File: src/rtl/eag_pkg.sv
package eag_pkg;
  localparam int EA_W = 32;
  typedef logic [EA_W-1:0] addr_t;

  typedef enum logic [1:0] {
    AM_PREDEC = 2'b00,
    AM_DISP4  = 2'b01,
    AM_INDEX  = 2'b10,
    AM_BASE8  = 2'b11
  } amode_e;

  // Width code to shift amount; code 3 maps to the longword shift.
  function automatic logic [1:0] size_shamt(input logic [1:0] sz);
    case (sz)
      2'b00:   size_shamt = 2'd0;
      2'b01:   size_shamt = 2'd1;
      default: size_shamt = 2'd2;
    endcase
  endfunction

  function automatic addr_t scale_off(input addr_t zext, input logic [1:0] sh);
    scale_off = zext << sh;
  endfunction

  function automatic addr_t size_step(input logic [1:0] sh);
    size_step = addr_t'(1) << sh;
  endfunction
endpackage

File: src/rtl/eag_scale.sv
module eag_scale
  import eag_pkg::*;
#(
  parameter int DISP_W  = 8,
  parameter int SHORT_W = 4
) (
  input  logic [1:0]        size,
  input  logic [DISP_W-1:0] disp,
  output addr_t             short_off,
  output addr_t             long_off,
  output addr_t             step
);
  logic [1:0] sh;
  addr_t      short_zx;
  addr_t      long_zx;

  assign sh = size_shamt(size);

  generate
    if (SHORT_W < DISP_W) begin : g_trunc
      assign short_zx = addr_t'(disp[SHORT_W-1:0]);
    end else begin : g_full
      assign short_zx = addr_t'(disp);
    end
  endgenerate

  assign long_zx   = addr_t'(disp);
  assign short_off = scale_off(short_zx, sh);
  assign long_off  = scale_off(long_zx, sh);
  assign step      = size_step(sh);
endmodule

File: src/rtl/eag_addr.sv
module eag_addr
  import eag_pkg::*;
(
  input  amode_e mode,
  input  addr_t  reg_val,
  input  addr_t  idx_val,
  input  addr_t  base_val,
  input  addr_t  short_off,
  input  addr_t  long_off,
  input  addr_t  step,
  output addr_t  ea_next,
  output addr_t  wb_next,
  output logic   is_predec
);
  assign wb_next   = reg_val - step;
  assign is_predec = (mode == AM_PREDEC);

  always_comb begin
    case (mode)
      AM_PREDEC: ea_next = wb_next;
      AM_DISP4:  ea_next = reg_val + short_off;
      AM_INDEX:  ea_next = reg_val + idx_val;
      default:   ea_next = base_val + long_off;
    endcase
  end
endmodule

File: src/rtl/eag_outreg.sv
module eag_outreg
  import eag_pkg::*;
(
  input  logic  clk,
  input  logic  rst_n,
  input  logic  req_vld,
  input  logic  is_predec,
  input  addr_t ea_next,
  input  addr_t wb_next,
  output logic  ea_vld,
  output addr_t ea,
  output logic  wb_en,
  output addr_t wb_data
);
  always_ff @(posedge clk) begin
    if (!rst_n) begin
      ea_vld  <= 1'b0;
      wb_en   <= 1'b0;
      ea      <= '0;
      wb_data <= '0;
    end else begin
      ea_vld <= req_vld;
      wb_en  <= req_vld & is_predec;
      if (req_vld) begin
        ea      <= ea_next;
        wb_data <= wb_next;
      end
    end
  end
endmodule

File: src/rtl/eag_top.sv
module eag_top
  import eag_pkg::*;
#(
  parameter int DISP_W  = 8,
  parameter int SHORT_W = 4
) (
  input  logic              clk,
  input  logic              rst_n,
  input  logic              req_vld,
  input  logic [1:0]        mode,
  input  logic [1:0]        size,
  input  logic [31:0]       reg_val,
  input  logic [31:0]       idx_val,
  input  logic [31:0]       base_val,
  input  logic [DISP_W-1:0] disp,
  output logic              ea_vld,
  output logic [31:0]       ea,
  output logic              wb_en,
  output logic [31:0]       wb_data
);
  addr_t short_off, long_off, step;
  addr_t ea_next, wb_next;
  logic  is_predec;

  eag_scale #(.DISP_W(DISP_W), .SHORT_W(SHORT_W)) u_scale (
    .size(size), .disp(disp),
    .short_off(short_off), .long_off(long_off), .step(step)
  );

  eag_addr u_addr (
    .mode(amode_e'(mode)), .reg_val(reg_val), .idx_val(idx_val),
    .base_val(base_val), .short_off(short_off), .long_off(long_off),
    .step(step), .ea_next(ea_next), .wb_next(wb_next), .is_predec(is_predec)
  );

  eag_outreg u_out (
    .clk(clk), .rst_n(rst_n), .req_vld(req_vld), .is_predec(is_predec),
    .ea_next(ea_next), .wb_next(wb_next),
    .ea_vld(ea_vld), .ea(ea), .wb_en(wb_en), .wb_data(wb_data)
  );
endmodule

File: config.mk
export PLATFORM = sky130hd
export DESIGN_NAME = eag_top
export DESIGN_NICKNAME = d
export VERILOG_FILES = /design/src/rtl/eag_pkg.sv /design/src/rtl/eag_scale.sv /design/src/rtl/eag_addr.sv /design/src/rtl/eag_outreg.sv /design/src/rtl/eag_top.sv
export SDC_FILE = /design/constraint.sdc
export NUM_CORES = 1
export LEC_CHECK = 0
export CAP_MARGIN = 40
export CORE_UTILIZATION = 45
export CTS_CLUSTER_DIAMETER = 40
export DETAILED_ROUTE_END_ITERATION = 8
export PLACE_DENSITY_LB_ADDON = 0.15
export SYNTH_ARGS = -nofsm -noshare
export SYNTH_HDL_FRONTEND = slang
export SYNTH_SLANG_ARGS = --single-unit
File: constraint.sdc
create_clock -name clk -period 6.1 [get_ports clk]
set_input_delay 1.525 -clock clk [delete_from_list [all_inputs] [get_ports clk]]
set_output_delay 1.525 -clock clk [all_outputs]
set_load 0.005 [all_outputs]
After elaboration in Yosys (flattened, before gate mapping)
Cells that the tools add are included.
W data, S select, Z words.
{"block": "op_classes", "addsub": 4, "eq_ne": 3, "n_shift": 3, "mux": 2, "n_bitwise": 1, "n_reduce_logical": 2}
{"operator": "$add A32 B32 Y32", "n": 3}
{"operator": "$pmux W32 S3", "n": 1}
{"operator": "$shl A1 B2 Y32 const A", "n": 1}
{"operator": "$shl A4 B2 Y32", "n": 1}
{"operator": "$shl A8 B2 Y32", "n": 1}
{"operator": "$sub A32 B32 Y32", "n": 1}
{"operator": "$eq A2 B1 Y1 const B", "n": 2}
{"operator": "$logic_not A2 Y1", "n": 2}
{"operator": "$pmux W2 S2", "n": 1}
{"operator": "$eq A2 B2 Y1 const B", "n": 1}
{"operator": "$and A1 B1 Y1", "n": 1}
{"block": "totals", "ff_bits": 66, "wordCells": 19}

Longest topological paths before layout
{"block": "logic_depth", "depth_word": 5, "ltp_mapped": 16, "mapped_depth_nobuf": 14}

Hierarchy
A second synthesis with hierarchy kept.
{"block": "hier_totals", "cells_unflattened": 1161, "hier_area_um2": 9326.4}
{"module": "eag_addr", "n_inst": 1, "cells_each": 837, "area_each_um2": 5970.7, "seq_area_each_um2": 0.0}
{"module": "eag_outreg", "n_inst": 1, "cells_each": 211, "area_each_um2": 2524.9, "seq_area_each_um2": 1321.3}
{"module": "eag_scale", "n_inst": 1, "cells_each": 113, "area_each_um2": 830.8, "seq_area_each_um2": 0.0}

Least setup slack after synthesis
OpenSTA, ideal clock, no wires.
{"block": "synth_path", "kind": "input port to flip-flop", "start": "input port size[0]", "end": "register u_out.ea[26]", "setup_ns": 0.117, "arrival_time_ns": 4.729, "path_slack_ns": 1.254, "stages": 15, "cell_sequence": "clkbuf_1 > nor2_1 > and2_1 > mux2_2 > ha_1 > fa_1 > a211oi_1 > o21a_1 > o31ai_1 > a21oi_1 > o311ai_0 > nor2_1 > xnor2_1 > a221o_1 > a32o_1"}
{"block": "synth_via", "elab_chain_cells": 5, "word_cells_on_any_way": 10, "cone_classes": "add/sub (3); eq/ne (1); shift (3); mux (2); reduce/logical (1)"}
{"item": "start, declared", "line": "eag_top.sv:11", "text": "input logic [1:0] size,"}
{"item": "$eq A2 B1 Y1 or $logic_not A2 Y1 (tied branches)", "line": "eag_pkg.sv:14", "text": "case (sz)"}
{"item": "$pmux W2 S2 *", "line": "eag_pkg.sv:14"}
{"item": "$shl A8 B2 Y32 (tied with other cells)", "line": "eag_pkg.sv:22", "text": "scale_off = zext << sh;"}
{"item": "$add A32 B32 Y32 (tied with other cells)", "line": "eag_addr.sv:23", "text": "default: ea_next = base_val + long_off;"}
{"item": "$pmux W32 S3 *", "line": "eag_addr.sv:19", "text": "case (mode)"}
{"item": "end signal, assigned", "line": "eag_outreg.sv:25", "text": "ea <= ea_next;"}
{"item": "end, declared", "line": "eag_outreg.sv:11", "text": "output addr_t ea,"}
Mark *: on every way between the ends. The rest lies on a longest branch, timed or not.
A chain may end at the register's enable or synchronous reset.

Final worst setup path
Same ends and word-level chain as after synthesis.

==> flow_metrics.py <==
metrics = {
    "logic_synthesis": {
        "synth_nets": 1005,
        "synth-main-ff-cell": "dfxtp_1",
        "synth-seq-cells": 66,
        "synth_area_per_cell_um2": 7.495,
        "yosysWarnings": 0,
        "yosysMostFrequentCell": "nand2_1",
        "synth_top_area_frac": 0.2094,
        "synth_seq_area_share": 0.2094,
        "postSynthCellCount": 842,
        "synth_enable_flop_cells": 0,
        "synthTopCellsByCount": "85 x nand2_1, 81 x nor2_1, 68 x a21oi_1, 66 x dfxtp_1, 56 x o21ai_0",
        "async_flop_share": 0,
        "netlist_top_cells_area": "dfxtp_1 21%, ha_1 9.7%, xnor2_1 6.7%",
        "netlist-cell-type-count": 69,
        "synth_top_cell_by_area": "dfxtp_1",
        "synthesis.area_um2": 6311,
    },
    "clock_network": {
        "ctsResizeCount": 0,
        "clkSinkCount": 66,
        "cts_setup_buffers": 0,
        "clockBufferDepth": 2,
        "cts_tree": "done",
        "worstSkewPairLatency_ps": 340,
        "numCtsBuffers": 9,
        "h-tree-depth": 3,
        "clkTransAtPathRegs_ps": 60,
        "cts-root-buf": "clkbuf_16",
        "hold_buffers": 0,
    },
    "final_layout": {
        "n_antenna_cell": 0,
        "fin_area_um2": 8521,
        "layout-drive-gt1-share": 0.04800,
        "post-route-util": 0.6334,
        "layout.cells.non_filler": 1176,
        "fin_nets": 1158,
        "nFillCells": 1246,
        "area_delta_synth_final_pct": 35.01,
    },
    "critical_path": {
        "worstPathMaxFanout": 10,
        "crit_type": "input pin to register",
        "required_ps": 6340,
        "worst_setup_path_end_kind": "register",
        "worstSetupStartpointType": "input pin",
        "critPathArrivalTime_ps": 5590,
    },
    "global_route": {
        "grt_pass1_vias": 6643,
        "grt_usage": 0.3104,
        "grt_pass1_wl_um": 34890,
        "grt_overflow": 0,
        "grt_max_degree": 44,
        "antenna_found_initial": 0,
    },
    "placed_design": {
        "dpl_cell_area_um2": 8193,
        "place.gp.congestion": 0.9666,
        "dpl.hpwl_um": 17380,
        "dp.cells": 1160,
        "portBuffers": 176,
    },
    "sta": {
        "max_slew_margin": 0.4397,
        "fin_hold_ws_ps": 463.0,
        "rsz0062_at_grt": "false",
        "hold_viol": 0,
        "worst_pin_slew_ps": 829.9,
        "setup_violations": 0,
        "max_freq_mhz": 186.7,
        "min_period_ps": 5356,
        "fin_tns_setup_ps": 0,
        "drv_slew": 0,
        "min_period_over_period": 0.8781,
        "fin_worst_skew_ps": 0,
    },
    "route": {
        "drtAntennaViolNets": 0,
        "avgRoutedWirePerCell_um": 18.88,
        "drc": 0,
        "via_per_inst": 5.929,
        "drtPass1Iterations": 6,
        "drtIter0Drc": 685,
        "drt-total-wl_um": 22200,
        "vias": 6972,
    },
    "floorplanning": {
        "die_h_um": 120.4,
        "die_w_um": 120.4,
        "rows": 42,
        "die_area_um2": 14500,
        "coreArea_um2": 13450,
        "boundaryPins": 177,
        "start_util": 0.4691,
    },
    "pwr": {
        "p_per_area_nw_per_um2": 194.4,
        "ir_drop_mv": 0.1579,
        "p_leak_nw": 3.416,
    },
    "run": {
        "cap_violations": 0,
    },
    "outcome": {
        "status": "finished clean",
    },
    "hold_path": {
        "hold_path_class": "register to register",
    },
}
==> where the power goes <==
group	total, W	internal, W	switching, W
Sequential	0.000486	0.000465	0.0000206
Combinational	0.000589	0.000286	0.000303
Clock	0.000581	0.000370	0.000212
Total	0.00166	0.00112	0.000536
==> critical path, stage by stage <==
cell	delay, ps
clkdlybuf4s50_1	790
mux2i_1	230
o21ai_0	160
mux2_2	320
ha_1	360
o21ai_0	120
o21a_1	200
o31ai_1	240
a21oi_1	150
o311ai_0	710
nor2_1	120
xnor2_1	160
a221o_1	300
a32o_1	200
==> area by class of cell <==
type	instances	area (µm²)	share of cell area
Sequential cell	66	1321	0.1551
Clock inverter	6	88.84	0.01043
Tap cell	176	220.2	0.02584
Timing Repair Buffer	187	1859	0.2182
Clock buffer	10	239.0	0.02805
Inverter	19	71.32	0.008370
Multi-Input combinational cell	712	4721	0.5540
==> sequential cells by signal (all words and copies together) (netlist names) <==
register       flops
u_out.wb_data     32
u_out.ea          32
u_out.wb_en        1
u_out.ea_vld       1
==> cells in the final DEF (no fill, tap or decap), drive strengths merged, types with 6 or more instances in the layout <==
| cell | count |
|---|---|
| a221oi | 15 |
| clkdlybuf4s50 | 175 |
| o21ai | 57 |
| nand3 | 21 |
| xnor2 | 48 |
| nand2 | 85 |
| and3 | 9 |
| nand2b | 7 |
| nor2 | 81 |
| nor2b | 8 |
| or3 | 12 |
| a21o | 17 |
| nor4 | 11 |
| o211ai | 10 |
| and2 | 32 |
| dfxtp | 66 |
| clkbuf | 10 |
| nor3 | 27 |
| a221o | 9 |
| a21oi | 68 |
| o221ai | 6 |
| inv | 20 |
| ha | 49 |
| mux2i | 17 |
| xor2 | 30 |
| a31oi | 7 |
| a211oi | 20 |
| buf | 12 |
==> path summary, 6_finish.rpt <==
kind	cells past startpoint	to	slack, ps	startpoint
setup / recovery	14	u_out.ea[26]	740	size[0]
hold reg to reg	2	u_out.wb_data[30]	460	u_out.wb_data[30]
setup reg to reg	4	u_out.ea[20]	5060	u_out.ea[20]
hold / removal	2	u_out.wb_data[30]	460	u_out.wb_data[30]
==> per-stage QoR <==
step	total power (W)	worst slack [ps]
2_1_floorplan	0.0008162	1254
3_3_place_gp	0.001067	624.3
3_5_place_dp	0.001073	524.3
4_1_cts	0.001654	823.0
5_1_grt	0.001736	409.6
6_report	0.001656	743.5
==> layer usage <==
metal | up-vias | share of wire | track usage
met5 | - | 0 | 0
met4 | 0 | 0.036 | 0.1327
met3 | 56 | 0.070 | 0.04481
met2 | 321 | 0.47 | 0.5269
met1 | 3219 | 0.42 | 0.3907
li1 | 3376 | - | -
==> kinds of logic after synthesis <==
kind of cell | count (synthesis) | share of synthesized area
compound gates | 251 | 0.2633
other cells | 2 | 0.001190
simple gates | 309 | 0.2363
flops | 66 | 0.2094
xor+xnor | 78 | 0.1082
buf+inv | 64 | 0.04262
fa+ha+maj | 52 | 0.1067
mux | 20 | 0.03231
No activity file was read; power rests on OpenSTA's default activity.
